### config.mk
export PLATFORM = sky130hd
export DESIGN_NAME = ds_rx_decoder
export DESIGN_NICKNAME = d
export VERILOG_FILES = /design/src/rtl/ds_rx_pkg.sv /design/src/rtl/ds_bit_recover.sv /design/src/rtl/ds_char_framer.sv /design/src/rtl/ds_char_classify.sv /design/src/rtl/ds_rx_decoder.sv
export SDC_FILE = /design/constraint.sdc
export NUM_CORES = 1
export LEC_CHECK = 0
export ABC_AREA = 1
export CELL_PAD_IN_SITES_DETAIL_PLACEMENT = 0
export CELL_PAD_IN_SITES_GLOBAL_PLACEMENT = 1
export CORE_MARGIN = 4
export CORE_UTILIZATION = 47
export DETAILED_ROUTE_END_ITERATION = 16
export DONT_BUFFER_PORTS = 1
export GPL_TIMING_DRIVEN = 0
export HOLD_SLACK_MARGIN = 0.08
export PLACE_DENSITY_LB_ADDON = 0.05
export SYNTH_ARGS = -nofsm -noshare
export SYNTH_HDL_FRONTEND = slang
export SYNTH_HIERARCHICAL = 1
export SYNTH_SLANG_ARGS = --single-unit
### constraint.sdc
create_clock -name clk -period 1.9 [get_ports clk]
set_clock_uncertainty 0.15 [all_clocks]
set_input_delay 0.285 -clock clk [delete_from_list [all_inputs] [get_ports clk]]
set_output_delay 0.285 -clock clk [all_outputs]
set_load 0.02 [all_outputs]
### src/rtl/ds_rx_pkg.sv
package ds_rx_pkg;
  localparam int DATA_W  = 8;
  localparam int CTL_W   = 2;
  localparam int ENTRY_W = DATA_W + 1;
  localparam int IDX_W   = 4;

  typedef enum logic [CTL_W-1:0] {
    CTL_FCT = 2'd0,
    CTL_EOP = 2'd1,
    CTL_EEP = 2'd2,
    CTL_ESC = 2'd3
  } ctl_code_e;

  typedef struct packed {
    logic              par;
    logic              flag;
    logic [DATA_W-1:0] body;
  } ds_char_t;

  // index of the last bit of a character (parity is index 0)
  function automatic logic [IDX_W-1:0] char_last(input logic flag);
    return flag ? IDX_W'(CTL_W + 1) : IDX_W'(DATA_W + 1);
  endfunction

  // odd parity over previous payload, current parity and flag
  function automatic logic parity_good(input logic prev_x, input logic par,
                                       input logic flag);
    return prev_x ^ par ^ flag;
  endfunction

  function automatic logic [ENTRY_W-1:0] marker_entry(input ctl_code_e code);
    return {1'b1, {(DATA_W-1){1'b0}}, (code == CTL_EEP)};
  endfunction
endpackage

### src/rtl/ds_bit_recover.sv
module ds_bit_recover #(
  parameter int SYNC_STAGES = 2
) (
  input  logic clk,
  input  logic rst_n,
  input  logic ds_d,
  input  logic ds_s,
  output logic bit_vld,
  output logic bit_val
);
  logic [SYNC_STAGES-1:0] d_sync, s_sync;
  logic d_now, s_now, d_prev, s_prev;
  logic rclk, rclk_prev;

  always_ff @(posedge clk or negedge rst_n) begin
    if (!rst_n) begin
      d_sync <= '0;
      s_sync <= '0;
      d_prev <= 1'b0;
      s_prev <= 1'b0;
      rclk_prev <= 1'b0;
    end else begin
      d_sync <= {d_sync[SYNC_STAGES-2:0], ds_d};
      s_sync <= {s_sync[SYNC_STAGES-2:0], ds_s};
      d_prev <= d_now;
      s_prev <= s_now;
      rclk_prev <= rclk;
    end
  end

  assign d_now   = d_sync[SYNC_STAGES-1];
  assign s_now   = s_sync[SYNC_STAGES-1];
  assign rclk    = d_now ^ s_now;
  assign bit_vld = rclk ^ rclk_prev;
  assign bit_val = d_now;

  // input assumption, never both wires in one sample step
  p_one_wire_moves_r9: assert property (@(posedge clk) disable iff (!rst_n)
    $countones({d_now ^ d_prev, s_now ^ s_prev}) <= 1)
    else $error("both data and strobe changed together");
endmodule

### src/rtl/ds_char_framer.sv
module ds_char_framer
  import ds_rx_pkg::*;
(
  input  logic     clk,
  input  logic     rst_n,
  input  logic     bit_vld,
  input  logic     bit_val,
  output logic     char_vld,
  output ds_char_t char_q,
  output logic     sync_hit
);
  // oldest first: flag,esc0,esc1,par,flag,fct0,fct1
  localparam logic [6:0] NULL_PAT = 7'b1110100;

  typedef enum logic {ST_HUNT, ST_RUN} fr_st_e;
  fr_st_e            st;
  logic [5:0]        hunt_sh;
  logic [IDX_W-1:0]  idx, pos;
  logic              par_r, flag_r;
  logic [DATA_W-1:0] body_r, body_n;
  logic              last_bit, null_match;

  assign null_match = (st == ST_HUNT) && bit_vld && ({hunt_sh, bit_val} == NULL_PAT);

  always_comb begin
    pos    = idx - IDX_W'(2);
    body_n = body_r;
    if (idx >= IDX_W'(2)) body_n[pos[2:0]] = bit_val;
    last_bit = (idx >= IDX_W'(2)) && (idx == char_last(flag_r));
  end

  always_ff @(posedge clk or negedge rst_n) begin
    if (!rst_n) begin
      st <= ST_HUNT;
      hunt_sh <= '0;
      idx <= '0;
      par_r <= 1'b0;
      flag_r <= 1'b0;
      body_r <= '0;
      char_vld <= 1'b0;
      char_q <= '0;
      sync_hit <= 1'b0;
    end else begin
      char_vld <= 1'b0;
      sync_hit <= 1'b0;
      if (st == ST_HUNT) begin
        if (bit_vld) hunt_sh <= {hunt_sh[4:0], bit_val};
        if (null_match) begin
          st <= ST_RUN;
          idx <= '0;
          sync_hit <= 1'b1;
        end
      end else if (bit_vld) begin
        if (idx == IDX_W'(0)) begin
          par_r  <= bit_val;
          body_r <= '0;
          idx    <= IDX_W'(1);
        end else if (idx == IDX_W'(1)) begin
          flag_r <= bit_val;
          idx    <= IDX_W'(2);
        end else begin
          body_r <= body_n;
          if (last_bit) begin
            char_vld <= 1'b1;
            char_q   <= '{par: par_r, flag: flag_r, body: body_n};
            idx      <= '0;
          end else begin
            idx <= idx + IDX_W'(1);
          end
        end
      end
    end
  end

  // nothing framed while still hunting for the first null
  p_quiet_in_hunt_r2: assert property (@(posedge clk) disable iff (!rst_n)
    (st == ST_HUNT) |-> !char_vld)
    else $error("character framed before sync");
  // control characters carry only the low code bits
  p_ctl_body_r5: assert property (@(posedge clk) disable iff (!rst_n)
    (char_vld && char_q.flag) |-> (char_q.body[DATA_W-1:CTL_W] == '0))
    else $error("control character with stray payload bits");
endmodule

### src/rtl/ds_char_classify.sv
module ds_char_classify
  import ds_rx_pkg::*;
(
  input  logic               clk,
  input  logic               rst_n,
  input  logic               char_vld,
  input  ds_char_t           char_q,
  input  logic               sync_hit,
  output logic               rx_vld,
  output logic [ENTRY_W-1:0] rx_entry,
  output logic               fct_got,
  output logic               null_seen,
  output logic               par_err,
  output logic               esc_err
);
  logic      prev_x, esc_pend;
  logic      take, parity_bad;
  ctl_code_e code;

  assign take       = char_vld && !par_err;
  assign parity_bad = take && !parity_good(prev_x, char_q.par, char_q.flag);
  assign code       = ctl_code_e'(char_q.body[CTL_W-1:0]);

  always_ff @(posedge clk or negedge rst_n) begin
    if (!rst_n) begin
      prev_x <= 1'b0;
      esc_pend <= 1'b0;
      null_seen <= 1'b0;
      par_err <= 1'b0;
      rx_vld <= 1'b0;
      rx_entry <= '0;
      fct_got <= 1'b0;
      esc_err <= 1'b0;
    end else begin
      rx_vld  <= 1'b0;
      fct_got <= 1'b0;
      esc_err <= 1'b0;
      if (sync_hit) begin
        null_seen <= 1'b1;
        prev_x    <= 1'b0;
        esc_pend  <= 1'b0;
      end else if (parity_bad) begin
        par_err <= 1'b1;
      end else if (take) begin
        prev_x <= ^char_q.body;
        if (esc_pend) begin
          esc_pend <= 1'b0;
          if (char_q.flag && code == CTL_FCT) null_seen <= 1'b1;
          else esc_err <= 1'b1;
        end else if (!char_q.flag) begin
          rx_vld   <= 1'b1;
          rx_entry <= {1'b0, char_q.body};
        end else begin
          case (code)
            CTL_FCT: fct_got  <= 1'b1;
            CTL_ESC: esc_pend <= 1'b1;
            default: begin
              rx_vld   <= 1'b1;
              rx_entry <= marker_entry(code);
            end
          endcase
        end
      end
    end
  end

  // one event per cycle
  p_one_event_r10: assert property (@(posedge clk) disable iff (!rst_n)
    $onehot0({rx_vld, fct_got, esc_err}))
    else $error("more than one event in a cycle");
  // credit is a single-cycle pulse
  p_fct_pulse_r6: assert property (@(posedge clk) disable iff (!rst_n)
    fct_got |=> !fct_got)
    else $error("credit pulse longer than one cycle");
  // parity error is sticky and silences the outputs
  p_par_sticky_r8: assert property (@(posedge clk) disable iff (!rst_n)
    par_err |=> par_err)
    else $error("parity error cleared");
  p_par_halt_r8: assert property (@(posedge clk) disable iff (!rst_n)
    $past(par_err) |-> !(rx_vld || fct_got || esc_err))
    else $error("event after parity error");
  // null indication is sticky
  p_null_sticky_r3: assert property (@(posedge clk) disable iff (!rst_n)
    null_seen |=> null_seen)
    else $error("null indication dropped");
  // marker entries only carry the kind bit
  p_marker_shape_r5: assert property (@(posedge clk) disable iff (!rst_n)
    (rx_vld && rx_entry[ENTRY_W-1]) |-> (rx_entry[DATA_W-1:1] == '0))
    else $error("malformed end marker");
endmodule

### src/rtl/ds_rx_decoder.sv
module ds_rx_decoder
  import ds_rx_pkg::*;
#(
  parameter int SYNC_STAGES = 2
) (
  input  logic               clk,
  input  logic               rst_n,
  input  logic               ds_d,
  input  logic               ds_s,
  output logic               rx_vld,
  output logic [ENTRY_W-1:0] rx_entry,
  output logic               fct_got,
  output logic               null_seen,
  output logic               par_err,
  output logic               esc_err
);
  logic     bit_vld, bit_val;
  logic     char_vld, sync_hit;
  ds_char_t char_q;

  ds_bit_recover #(.SYNC_STAGES(SYNC_STAGES)) u_bits (
    .clk(clk), .rst_n(rst_n), .ds_d(ds_d), .ds_s(ds_s),
    .bit_vld(bit_vld), .bit_val(bit_val)
  );

  ds_char_framer u_frame (
    .clk(clk), .rst_n(rst_n), .bit_vld(bit_vld), .bit_val(bit_val),
    .char_vld(char_vld), .char_q(char_q), .sync_hit(sync_hit)
  );

  ds_char_classify u_class (
    .clk(clk), .rst_n(rst_n), .char_vld(char_vld), .char_q(char_q),
    .sync_hit(sync_hit), .rx_vld(rx_vld), .rx_entry(rx_entry),
    .fct_got(fct_got), .null_seen(null_seen), .par_err(par_err),
    .esc_err(esc_err)
  );

  // quiet outputs in the first cycle after reset
  p_reset_quiet_r1: assert property (@(posedge clk) disable iff (!rst_n)
    $rose(rst_n) |-> !(rx_vld || fct_got || esc_err || par_err))
    else $error("output active right after reset");
endmodule

==> summary.md, run 1 <==
| Metric | Value |
|---|---|
| Worst slew margin | `79.64%` |
| Combinational family with the most area after synthesis | `simple AND/OR/NAND/NOR gates` |
| XOR/XNOR Fraction of Synth Area | `0.9498%` |
| Post-Syn Instances | `348` |
| Leak Pwr | `1.657 nW` |
| DR iter-0 viols | `50` |
| Ys Warns | `6` |
| Worst-Skew Late Latency | `0.31 ns` |
| TritonCTS clock tree | `done` |
| Residual DRC | `0` |
| Mean post-synth cell area | `7.949 sq um` |
| Vias per cell | `4.726` |
| Vias in the first global route | `2,085` |
| Largest net degree at the start of global routing | `55` |
| Number of synthesized flops with an enable pin | `0` |
| CP startpoint kind | `flop` |
| Top delay family on crit path | `buffers and inverters` |
| Hold slack | `0.2077 ns` |
| Post-Syn Area | `0.002766 sq mm` |
| Synthesized-area fraction occupied by adder cells | `2.714%` |
| TritonCTS Buffers | `5` |
| Area grow syn2layout | `9.860%` |
| Routed wl met2 | `2.393 mm` |
| Port Buffer Count | `0` |
| Wirelength per Cell | `11.86 um` |
| WL final | `5.149 mm` |
| Number of nets in the layout | `371` |
| Initial antenna violation count | `0` |
| MaxCap Viol Count | `0` |
| Pins over their slew limit | `0` |
| Synth area leaders | `dfrtp_1 (49%), nand2_1 (16%), inv_1 (6.5%)` |
| Post-Syn Nets | `358` |
| Status | `completed` |
| Largest buffer count on any clock path | `2` |
| Synth area leader | `dfrtp_1` |
| Setup Viol. Count Final | `0` |
| Clock sink total | `54` |
| Synth top area share | `48.85%` |
| Top sig layer | `met4` |
| Met1 wire length | `2.515 mm` |
| Critical Path Max Stage Delay | `0.41 ns` |
| Worst vdd ir | `0.0005427 V` |
| Crit-path cells | `buf_4, inv_1, ha_1, nand2_2, nand3_2, buf_6, nor2_4, buf_6, nand2_1, nand2_1` |
| Shortest period the worst path allows | `1.755 ns` |
| CP required | `1.95 ns` |
| HPWL after detailed placement | `3.801 mm` |
| IO Pins | `18` |
| Root Driver | `clkbuf_8` |
| Final Power | `0.002248 W` |
| CP max-delay cell | `dfrtp_1` |
| Initial DRT Pass Iterations | `4` |
| Post-Synth Simple-Gate Area | `30.48%` |
| Grt total ovfl | `0` |
| Worst setup path class | `flop to flop` |
| # H-tree levels | `2` |
| F_max | `569.9 MHz` |
| ANT cells | `0` |
| Proportion of layout cells with a drive suffix above 1 | `11.33%` |
| Worst-path clk slew | `0.10 ns` |
| # rows | `27` |
| Arrival @ worst endpoint | `1.81 ns` |
| Core area | `0.005608 sq mm` |
| Vias | `2,051` |
| Crit-path max FO | `10` |
| Die area | `0.007177 sq mm` |
| Gate power share | `12.4%` |
| Hold Path Class | `flop to flop` |
| Post-synthesis mux area share | `0%` |
| Seq cells post-synth | `54` |
| Register share of total power | `57.3%` |
| Asr flop ratio synth | `100.0%` |
| Worst-Margin Slew | `0.3046 ns` |
| Met3 Routed Length | `172 um` |
| Power Dens Cells | `739.7 mW/mm^2` |
| Switching Fraction | `28.27%` |
| Period utilisation layout | `92.35%` |
| Most used flip-flop cell after synthesis | `dfrtp_1` |
| Cell-internal power | `0.001613 W` |
| Compound-cell area share of the yosys netlist | `6.784%` |
| WP buf/inv | `4` |
| Fin. Hold Viols | `0` |
| Distinct cells, synth | `27` |
| GP Congestion | `0.7933` |
| Horiz. Die Dim | `84.72 um` |
| Clock network fraction of total power | `30.3%` |
| Starting Density | `49.33%` |
| Fin area | `0.003039 sq mm` |
| First-pass GRT wire length | `9.459 mm` |
| Crit. End Element | `flop` |
| Chip height | `84.72 um` |
| Fin util | `54.19%` |
| Setup TNS | `0 ns` |
| Total Routing Usage GR | `15.95%` |
| ANT nets after route | `0` |
| Sw power | `0.0006354 W` |
| Seq/Total Area, Yosys | `48.85%` |
| Area after DPL | `0.002856 sq mm` |
worst paths after layout:
check                           slack (ns)        startpoint                  to  cells after the start
worst max-delay path                  0.15    u_frame/idx[1]   u_frame/char_q[5]                     10
worst min-delay path                  0.21  u_bits/d_sync[0]    u_bits/d_sync[1]                      0
worst max register to register        0.15    u_frame/idx[1]   u_frame/char_q[5]                     10
worst min register to register        0.21  u_bits/d_sync[0]    u_bits/d_sync[1]                      0
max in group asynchronous             1.03             rst_n    u_bits/d_sync[1]                      2
min in group asynchronous             0.33             rst_n  u_frame/hunt_sh[5]                      2
cell families (layout without fill, tap and decap cells):
| family | Yosys count | count (layout) |
|---|---|---|
| AO/OA/AOI/OAI | 37 | 37 |
| XOR/XNOR | 3 | 3 |
| adder cells (fa/ha/maj) | 6 | 6 |
| buffers and inverters | 63 | 77 |
| flip-flops | 54 | 54 |
| AND/OR/NAND/NOR | 185 | 185 |
routing by layer:
layer  GRT usage, %  vias to the layer above
met1          19.75                      914
met5              0                        -
met4          4.317                        0
met2          28.19                       26
met3          3.238                        5
li1               -                     1106
what timing repair did:
item / 4_1_cts / 5_1_grt
setup buffers: 1 / 1
endpoints found under the hold margin: 56 / 0
setup endpoints to repair: 25 / 23
cloned: 0 / 0
hold buffers: 4 / 0
gates resized for setup: 3 / 5
synthesized netlist by cell type, types with 2 or more instances:
| cell type | number |
|---|---|
| dfrtp_1 | 54 |
| nand3_1 | 20 |
| a21oi_1 | 3 |
| xor2_1 | 2 |
| o21ai_1 | 9 |
| nand2_1 | 118 |
| buf_2 | 4 |
| o21ai_0 | 24 |
| nand4_1 | 11 |
| nand2_2 | 3 |
| buf_6 | 5 |
| nand3_4 | 2 |
| inv_1 | 48 |
| nor2_4 | 4 |
| nor3_1 | 2 |
| inv_2 | 3 |
| ha_1 | 6 |
| nor2_1 | 21 |
cell usage in the layout (no fill, tap or decap), types with 6 or more instances in the layout:
cell / netlist / routed
nand2_1: 118 / 117
dfrtp_1: 54 / 52
inv_1: 48 / 48
o21ai_0: 24 / 24
nand3_1: 20 / 20
nor2_1: 21 / 20
nand4_1: 11 / 11
o21ai_1: 9 / 9
clkbuf_8: 0 / 6
ha_1: 6 / 6
state kept, by name (all words and copies together), names as in the netlist, 2 cells and up:
| register | count |
|---|---|
| u_bits/s_sync | 2 |
| u_frame/idx | 4 |
| u_frame/body_r | 8 |
| u_class/rx_entry | 9 |
| u_frame/hunt_sh | 6 |
| u_frame/char_q | 10 |
| u_bits/d_sync | 2 |
power by group through the flow:
stage               Sequential (W)  Clock [W]  Combinational (W)
finish                     0.00129   0.000681           0.000280
global route               0.00130   0.000740           0.000324
CTS                        0.00128   0.000701           0.000279
detailed placement         0.00131          0           0.000238
global placement           0.00130          0           0.000233
floorplan                  0.00129          0           0.000201
area by class of cell:
class | instances | area, sq um
sequential | 54 | 1354
tap | 72 | 90.09
inverter | 53 | 201.4
timing repair buffer | 6 | 72.57
clock buffer | 6 | 82.58
clock inverter | 2 | 12.51
multi-input combinational | 231 | 1142
fill | 567 | 2569
buffer | 10 | 83.83
through the flow:
step	setup slack (ns)	instances
after global placement	-0.1594	420
final	0.1454	434
after global routing	-0.001468	434
after detailed placement	-0.1353	420
after CTS	0.04158	433
after floorplan	0.1544	348
Power figures use the tool's default switching activity.
==> run 2, diff against run 1 <==
--- a/config.mk
+++ b/config.mk
@@ -9,7 +9,8 @@
 export CELL_PAD_IN_SITES_DETAIL_PLACEMENT = 0
 export CELL_PAD_IN_SITES_GLOBAL_PLACEMENT = 1
 export CORE_MARGIN = 4
-export CORE_UTILIZATION = 47
+export CORE_UTILIZATION = 49
+export CTS_BUF_LIST = sky130_fd_sc_hd__clkbuf_8
 export DETAILED_ROUTE_END_ITERATION = 16
 export DONT_BUFFER_PORTS = 1
 export GPL_TIMING_DRIVEN = 0
==> run 2 against run 1 <==
- global-route usage decreased by 0.16 points
- clock-buffer cell count shrank 1
- first-iteration DRC count increased by 56%
- worst setup slack lost 0.0053 ns
- largest power group unchanged
==> summary.md, run 2 (synthesis gave the netlist of run 1 again) <==
| Metric | Value |
|---|---|
| Status | `completed` |
| Proportion of layout cells with a drive suffix above 1 | `11.08% (-0.25 points)` |
| Leak Pwr | `1.662 nW (+0.29%)` |
| Period utilisation layout | `92.63% (+0.28 points)` |
| Crit. End Element | `flop` |
| ANT cells | `0 (unchanged)` |
| Clock network fraction of total power | `33.9% (+3.6 points)` |
| TritonCTS clock tree | `done` |
| Fin. Hold Viols | `0 (unchanged)` |
| Gate power share | `11.6% (-0.8 points)` |
| Area grow syn2layout | `10.36%` |
| Total Routing Usage GR | `15.80% (-0.16 points)` |
| Number of cells after detailed placement | `420 (unchanged)` |
| Residual DRC | `0 (unchanged)` |
| Worst-path clk slew | `0.10 ns (about the same)` |
| Register share of total power | `54.5% (-2.8 points)` |
| Crit-path max FO | `10 (unchanged)` |
| CP max-delay cell | `dfrtp_1` |
| WL final | `4.956 mm (-3.7%)` |
| Vias per cell | `4.688 (-0.80%)` |
| MaxCap Viol Count | `0 (unchanged)` |
| Crit-path cells | `clkbuf_4, inv_1, ha_1, nand2_2, nand3_2, buf_6, nor2_4, buf_6, nand2_1, nand2_1` |
| ANT nets after route | `0 (unchanged)` |
| IO Pins | `18 (unchanged)` |
| Shortest period the worst path allows | `1.760 ns (+0.005330 ns)` |
| Worst vdd ir | `0.0004940 V (-9.0%)` |
| Initial antenna violation count | `0 (unchanged)` |
| GP Congestion | `0.7948 (+0.19%)` |
| Most frequent cells in the layout | `nand2_1 (117), dfrtp_1 (52), inv_1 (48)` |
| Pins over their slew limit | `0 (unchanged)` |
| TritonCTS Buffers | `5 (unchanged)` |
| Sw power | `0.0006425 W (+1.1%)` |
| HPWL after detailed placement | `3.636 mm (-4.3%)` |
| # H-tree levels | `2 (unchanged)` |
| Switching Fraction | `27.23% (-1.0 points)` |
| Largest buffer count on any clock path | `2 (unchanged)` |
| Fill cell count | `545 (-3.9%)` |
| CP required | `2.00 ns (+0.05 ns)` |
| Horiz. Die Dim | `83.14 um (-1.9%)` |
| Final instance count without filler cells | `433 (-0.23%)` |
| Hold Path Class | `flop to flop` |
| Vias in the first global route | `1,952 (-6.4%)` |
| Critical Path Max Stage Delay | `0.36 ns (-0.05 ns)` |
| Number of flip-flops in the largest register | `10 (unchanged)` |
| Worst setup path class | `flop to flop` |
| Worst-Skew Late Latency | `0.31 ns (about the same)` |
| Power Dens Cells | `772.9 mW/mm^2 (+4.5%)` |
| Worst-Margin Slew | `0.3109 ns (+0.006293 ns)` |
| Grt total ovfl | `0 (unchanged)` |
| Commonest non-fill, non-tap cell in the layout | `nand2_1` |
| Clock sink total | `54 (unchanged)` |
| Cell-internal power | `0.001717 W (+6.5%)` |
| Chip height | `83.14 um (-1.9%)` |
| Unrepaired setup endpoints after global routing | `true` |
| Setup Viol. Count Final | `0 (unchanged)` |
| Fin util | `55.44% (+1.2 points)` |
| DR iter-0 viols | `78 (+56%)` |
| Largest net degree at the start of global routing | `55 (unchanged)` |
| Number of nets in the layout | `370 (-0.27%)` |
| Wirelength per Cell | `11.45 um (-3.5%)` |
| Initial DRT Pass Iterations | `4 (unchanged)` |
| Root Driver | `clkbuf_8` |
| Die area | `0.006912 sq mm (-3.7%)` |
| Starting Density | `50.24% (+0.91 points)` |
| Top reg by flops | `u_frame/char_q` |
| Port Buffer Count | `0 (unchanged)` |
| First-pass GRT wire length | `9.121 mm (-3.6%)` |
| Core area | `0.005507 sq mm (-1.8%)` |
| Hold slack | `0.2070 ns (-0.0007740 ns)` |
| Arrival @ worst endpoint | `1.86 ns (+0.05 ns)` |
| # rows | `27 (unchanged)` |
| Largest regs | `u_frame/char_q x10, u_class/rx_entry x9, u_frame/body_r x8` |
| F_max | `568.2 MHz (-0.30%)` |
| Worst slew margin | `79.05% (-0.59 points)` |
| Vias | `2,030 (-1.0%)` |
| CP startpoint kind | `flop` |
[run 2: final cells by class]
class	count	area, sq um	share of cell area [%]
repair buffers	5	65.06	2.131
well taps	72	90.09	2.951
multi-input cells	231	1142	37.42
inverters	53	201.4	6.598
flip-flops and latches	54	1354	44.34
clock buffers	5	68.82	2.254
plain buffers	10	83.83	2.746
clock inverters	3	47.55	1.557
[run 2: timing repair]
item                                    in CTS  in global routing
hold buffers                                 4                  0
endpoints found under the hold margin       56                  0
endpoints found under the setup margin      25                 20
gates resized for setup                      3                  5
buffers inserted                             1                  0
[run 2: layer usage]
layer | track usage, % | vias up | part of all wire [%]
met2 | 25.80 | 24 | 47
met3 | 2.679 | 6 | 2.7
met5 | 0 | - | 0
met1 | 21.35 | 888 | 49
met4 | 5.201 | 0 | 0.85
li1 | - | 1112 | -
[run 2: power by group through the flow]
| stage | combinational (W) | sequential (W) | clock, W |
|---|---|---|---|
| 2_1_floorplan | 0.000201 | 0.00129 | 0 |
| 3_3_place_gp | 0.000234 | 0.00130 | 0 |
| 3_5_place_dp | 0.000237 | 0.00131 | 0 |
| 4_1_cts | 0.000278 | 0.00128 | 0.000828 |
| 5_1_grt | 0.000317 | 0.00130 | 0.000876 |
| 6_report | 0.000274 | 0.00128 | 0.000801 |
[run 2: path summary, 6_finish.rpt]
| check | start | end | slack, ns | cells past startpoint |
|---|---|---|---|---|
| max | u_frame/idx[1] | u_frame/char_q[5] | 0.14 | 10 |
| min | u_bits/s_sync[0] | u_bits/s_sync[1] | 0.21 | 0 |
| max reg2reg | u_frame/idx[1] | u_frame/char_q[5] | 0.14 | 10 |
| min reg2reg | u_bits/s_sync[0] | u_bits/s_sync[1] | 0.21 | 0 |
| max in group asynchronous | rst_n | u_bits/d_sync[1] | 1.02 | 2 |
| min in group asynchronous | rst_n | u_frame/hunt_sh[5] | 0.33 | 2 |
[run 2: stage by stage]
stage	setup slack, ns	power [W]	TNS, ns	area [sq um]
after global routing	-0.01352	0.002490	-0.01352	3053
final	0.1400	0.002360	0	3053
after CTS	0.02826	0.002390	0	3044
after global placement	-0.1568	0.001538	-2.453	2856
after floorplan	0.1544	0.001488	0	2766
after detailed placement	-0.1598	0.001544	-2.633	2856
[run 2: critical path: cells and delay by family (launching register included)]
kind | cells | cell delay (ns)
buf+inv | 4 | 0.57
simple gates | 5 | 0.40
flops | 1 | 0.36
fa+ha+maj | 1 | 0.21
==> run 3, diff against run 2 <==
--- a/config.mk
+++ b/config.mk
@@ -16,6 +16,7 @@
 export GPL_TIMING_DRIVEN = 0
 export HOLD_SLACK_MARGIN = 0.08
 export PLACE_DENSITY_LB_ADDON = 0.05
+export REMOVE_ABC_BUFFERS = 1
 export SYNTH_ARGS = -nofsm -noshare
 export SYNTH_HDL_FRONTEND = slang
 export SYNTH_HIERARCHICAL = 1
==> run 3 against run 2 <==
- flip-flop and latch count unchanged
- first-iteration DRC count grew 17%
- clock-buffer cell count is the same
- clock power decreased by 8.5%
- sequential power hardly changed
- global-route usage is 0.24 points lower
- cell area fell by 0.78%
- register-to-register slack worse by 0.02 ns
- worst setup slack worse by 0.023 ns
- critical endpoint is now u_frame/char_q[0]
- largest cell class unchanged
- highest routed layer unchanged
==> summary.md, run 3 (synthesis gave the netlist of run 1 again) <==
| Metric | Value |
|---|---|
| Final WS setup | `0.1169 ns (-0.02312 ns)` |
| Number of nets in the layout | `363 (-1.9%)` |
| Fin util | `55.01% (-0.43 points)` |
| Vias in the first global route | `1,941 (-0.56%)` |
| Die area | `0.006912 sq mm (unchanged)` |
| Total Routing Usage GR | `15.56% (-0.24 points)` |
| Worst setup path class | `flop to flop` |
| Residual DRC | `0 (unchanged)` |
| Root Driver | `clkbuf_8` |
| Largest net degree at the start of global routing | `55 (unchanged)` |
| Fin. Hold Viols | `0 (unchanged)` |
| # rows | `27 (unchanged)` |
| F_max | `560.8 MHz (-1.3%)` |
| Period utilisation layout | `93.85% (+1.2 points)` |
| MaxCap Viol Count | `0 (unchanged)` |
| Vias per cell | `4.847 (+3.4%)` |
| Area grow syn2layout | `9.498%` |
| Largest regs | `u_frame/char_q x10, u_class/rx_entry x9, u_frame/body_r x8` |
| Commonest non-fill, non-tap cell in the layout | `nand2_1` |
| Hold Path End | `u_bits/d_sync[1]` |
| Clock sink total | `54 (unchanged)` |
| HPWL after detailed placement | `3.520 mm (-3.2%)` |
| Number of flip-flops in the largest register | `10 (unchanged)` |
| Arrival @ worst endpoint | `1.87 ns (about the same)` |
| Port Buffer Count | `0 (unchanged)` |
| Worst-Margin Slew | `0.5042 ns (+0.1933 ns)` |
| DR iter-0 viols | `91 (+17%)` |
| Chip height | `83.14 um (unchanged)` |
| Unrepaired setup endpoints after global routing | `true` |
| Worst-path clk slew | `0.09 ns (about the same)` |
| R2R cell count | `8 (-2)` |
| Proportion of layout cells with a drive suffix above 1 | `9.605% (-1.5 points)` |
| Pins over their slew limit | `0 (unchanged)` |
| First-pass GRT wire length | `8.990 mm (-1.4%)` |
| Crit. End Element | `flop` |
| Initial DRT Pass Iterations | `4 (unchanged)` |
| Final instance count without filler cells | `426 (-1.6%)` |
| Flop-to-flop setup slack | `0.12 ns (-0.02 ns)` |
| Core area | `0.005507 sq mm (unchanged)` |
| ANT cells | `0 (unchanged)` |
| Hold Path Class | `flop to flop` |
| Reg-to-reg endpoint | `u_frame/char_q[0]` |
| WL final | `5.027 mm (+1.4%)` |
| Top reg by flops | `u_frame/char_q` |
| Pre-CTS setup slack | `-0.4546 ns (-0.2948 ns)` |
| Crit-path max FO | `11 (+1)` |
| TritonCTS Buffers | `5 (unchanged)` |
| Vias | `2,065 (+1.7%)` |
| TritonCTS clock tree | `done` |
| Largest buffer count on any clock path | `2 (unchanged)` |
| Leak Pwr | `1.639 nW (-1.4%)` |
| Worst-Skew Late Latency | `0.30 ns (about the same)` |
| Beginning of the critical path | `u_frame/idx[0]` |
| Setup Viol. Count Final | `0 (unchanged)` |
| CP startpoint kind | `flop` |
| Horiz. Die Dim | `83.14 um (unchanged)` |
| Hold Path Depth | `0 (unchanged)` |
| GP Congestion | `0.7985 (+0.47%)` |
| Worst slew margin | `66.39% (-13 points)` |
| Number of cells after detailed placement | `410 (-2.4%)` |
| Starting Density | `50.24% (unchanged)` |
| Status | `completed` |
| Fill cell count | `553 (+1.5%)` |
| # H-tree levels | `2 (unchanged)` |
| IO Pins | `18 (unchanged)` |
| Reg-to-reg startpoint | `u_frame/idx[0]` |
| Wirelength per Cell | `11.80 um (+3.1%)` |
| Power Dens Cells | `767.0 mW/mm^2 (-0.77%)` |
| Grt total ovfl | `0 (unchanged)` |
| Shortest period the worst path allows | `1.783 ns (+0.02312 ns)` |
| Most frequent cells in the layout | `nand2_1 (116), dfrtp_1 (51), inv_1 (50)` |
| Hold_sp | `u_bits/d_sync[0]` |
| Worst vdd ir | `0.0004459 V (-9.7%)` |
| CP required | `1.99 ns (about the same)` |
| Initial antenna violation count | `0 (unchanged)` |
| ANT nets after route | `0 (unchanged)` |
run 3: area by class of cell:
class | count | area [sq um] | area share, %
tap | 72 | 90.09 | 2.974
clock buffer | 5 | 68.82 | 2.272
clock inverter | 3 | 37.54 | 1.239
multi-input combinational | 232 | 1170 | 38.62
inverter | 53 | 202.7 | 6.691
timing repair buffer | 7 | 105.1 | 3.470
sequential | 54 | 1355 | 44.73
run 3: per-layer routing:
metal	global-route usage, %	routed length [um]
met1	20.29	2464
met2	26.09	2388
met3	3.571	115
met4	4.012	59
met5	0	0
run 3: worst max-delay path: stages, from the launching register on:
cell,delay (ns)
dfrtp_2,0.49
inv_4,0.10
ha_1,0.21
nand2_1,0.19
nand3_4,0.16
nor2_4,0.16
buf_12,0.14
nand2_1,0.06
nand2_1,0.06
run 3: through the flow:
| stage | cell area [sq um] | power (W) | setup TNS (ns) | hold slack, ns |
|---|---|---|---|---|
| 2_1_floorplan | 2685 | 0.001486 | 0 | -0.1606 |
| 3_3_place_gp | 2775 | 0.001537 | -6.772 | -0.1594 |
| 3_5_place_dp | 2775 | 0.001539 | -6.960 | -0.1594 |
| 4_1_cts | 2987 | 0.002352 | 0 | 0.2106 |
| 5_1_grt | 3029 | 0.002472 | -0.02053 | 0.2147 |
| 6_report | 3029 | 0.002323 | 0 | 0.2071 |
run 3: timing repair:
| item | in CTS | in global routing |
|---|---|---|
| pin swaps | 2 | 1 |
| endpoints found under the hold margin | 56 | 0 |
| endpoints found under the setup margin | 25 | 22 |
| buffers inserted | 1 | 2 |
| cloned | 1 | 0 |
| hold buffers | 4 | 0 |
| gates resized for setup | 7 | 4 |
run 3: where the power goes:
part	switching, W	internal (W)	leakage (nW)
combinational	0.000200	0.000100	0.850
sequential	0.0000722	0.00122	0.728
clock	0.000349	0.000384	0.0607
run 3: how the worst max path moves through the flow:
stage | cells after the start | endpoint
after CTS | 11 | u_frame/char_q[0]
after global placement | 10 | u_frame/char_q[1]
after global routing | 6 | u_frame/char_q[7]
after floorplan | 10 | u_frame/char_q[8]
final | 8 | u_frame/char_q[0]
after detailed placement | 10 | u_frame/char_q[0]
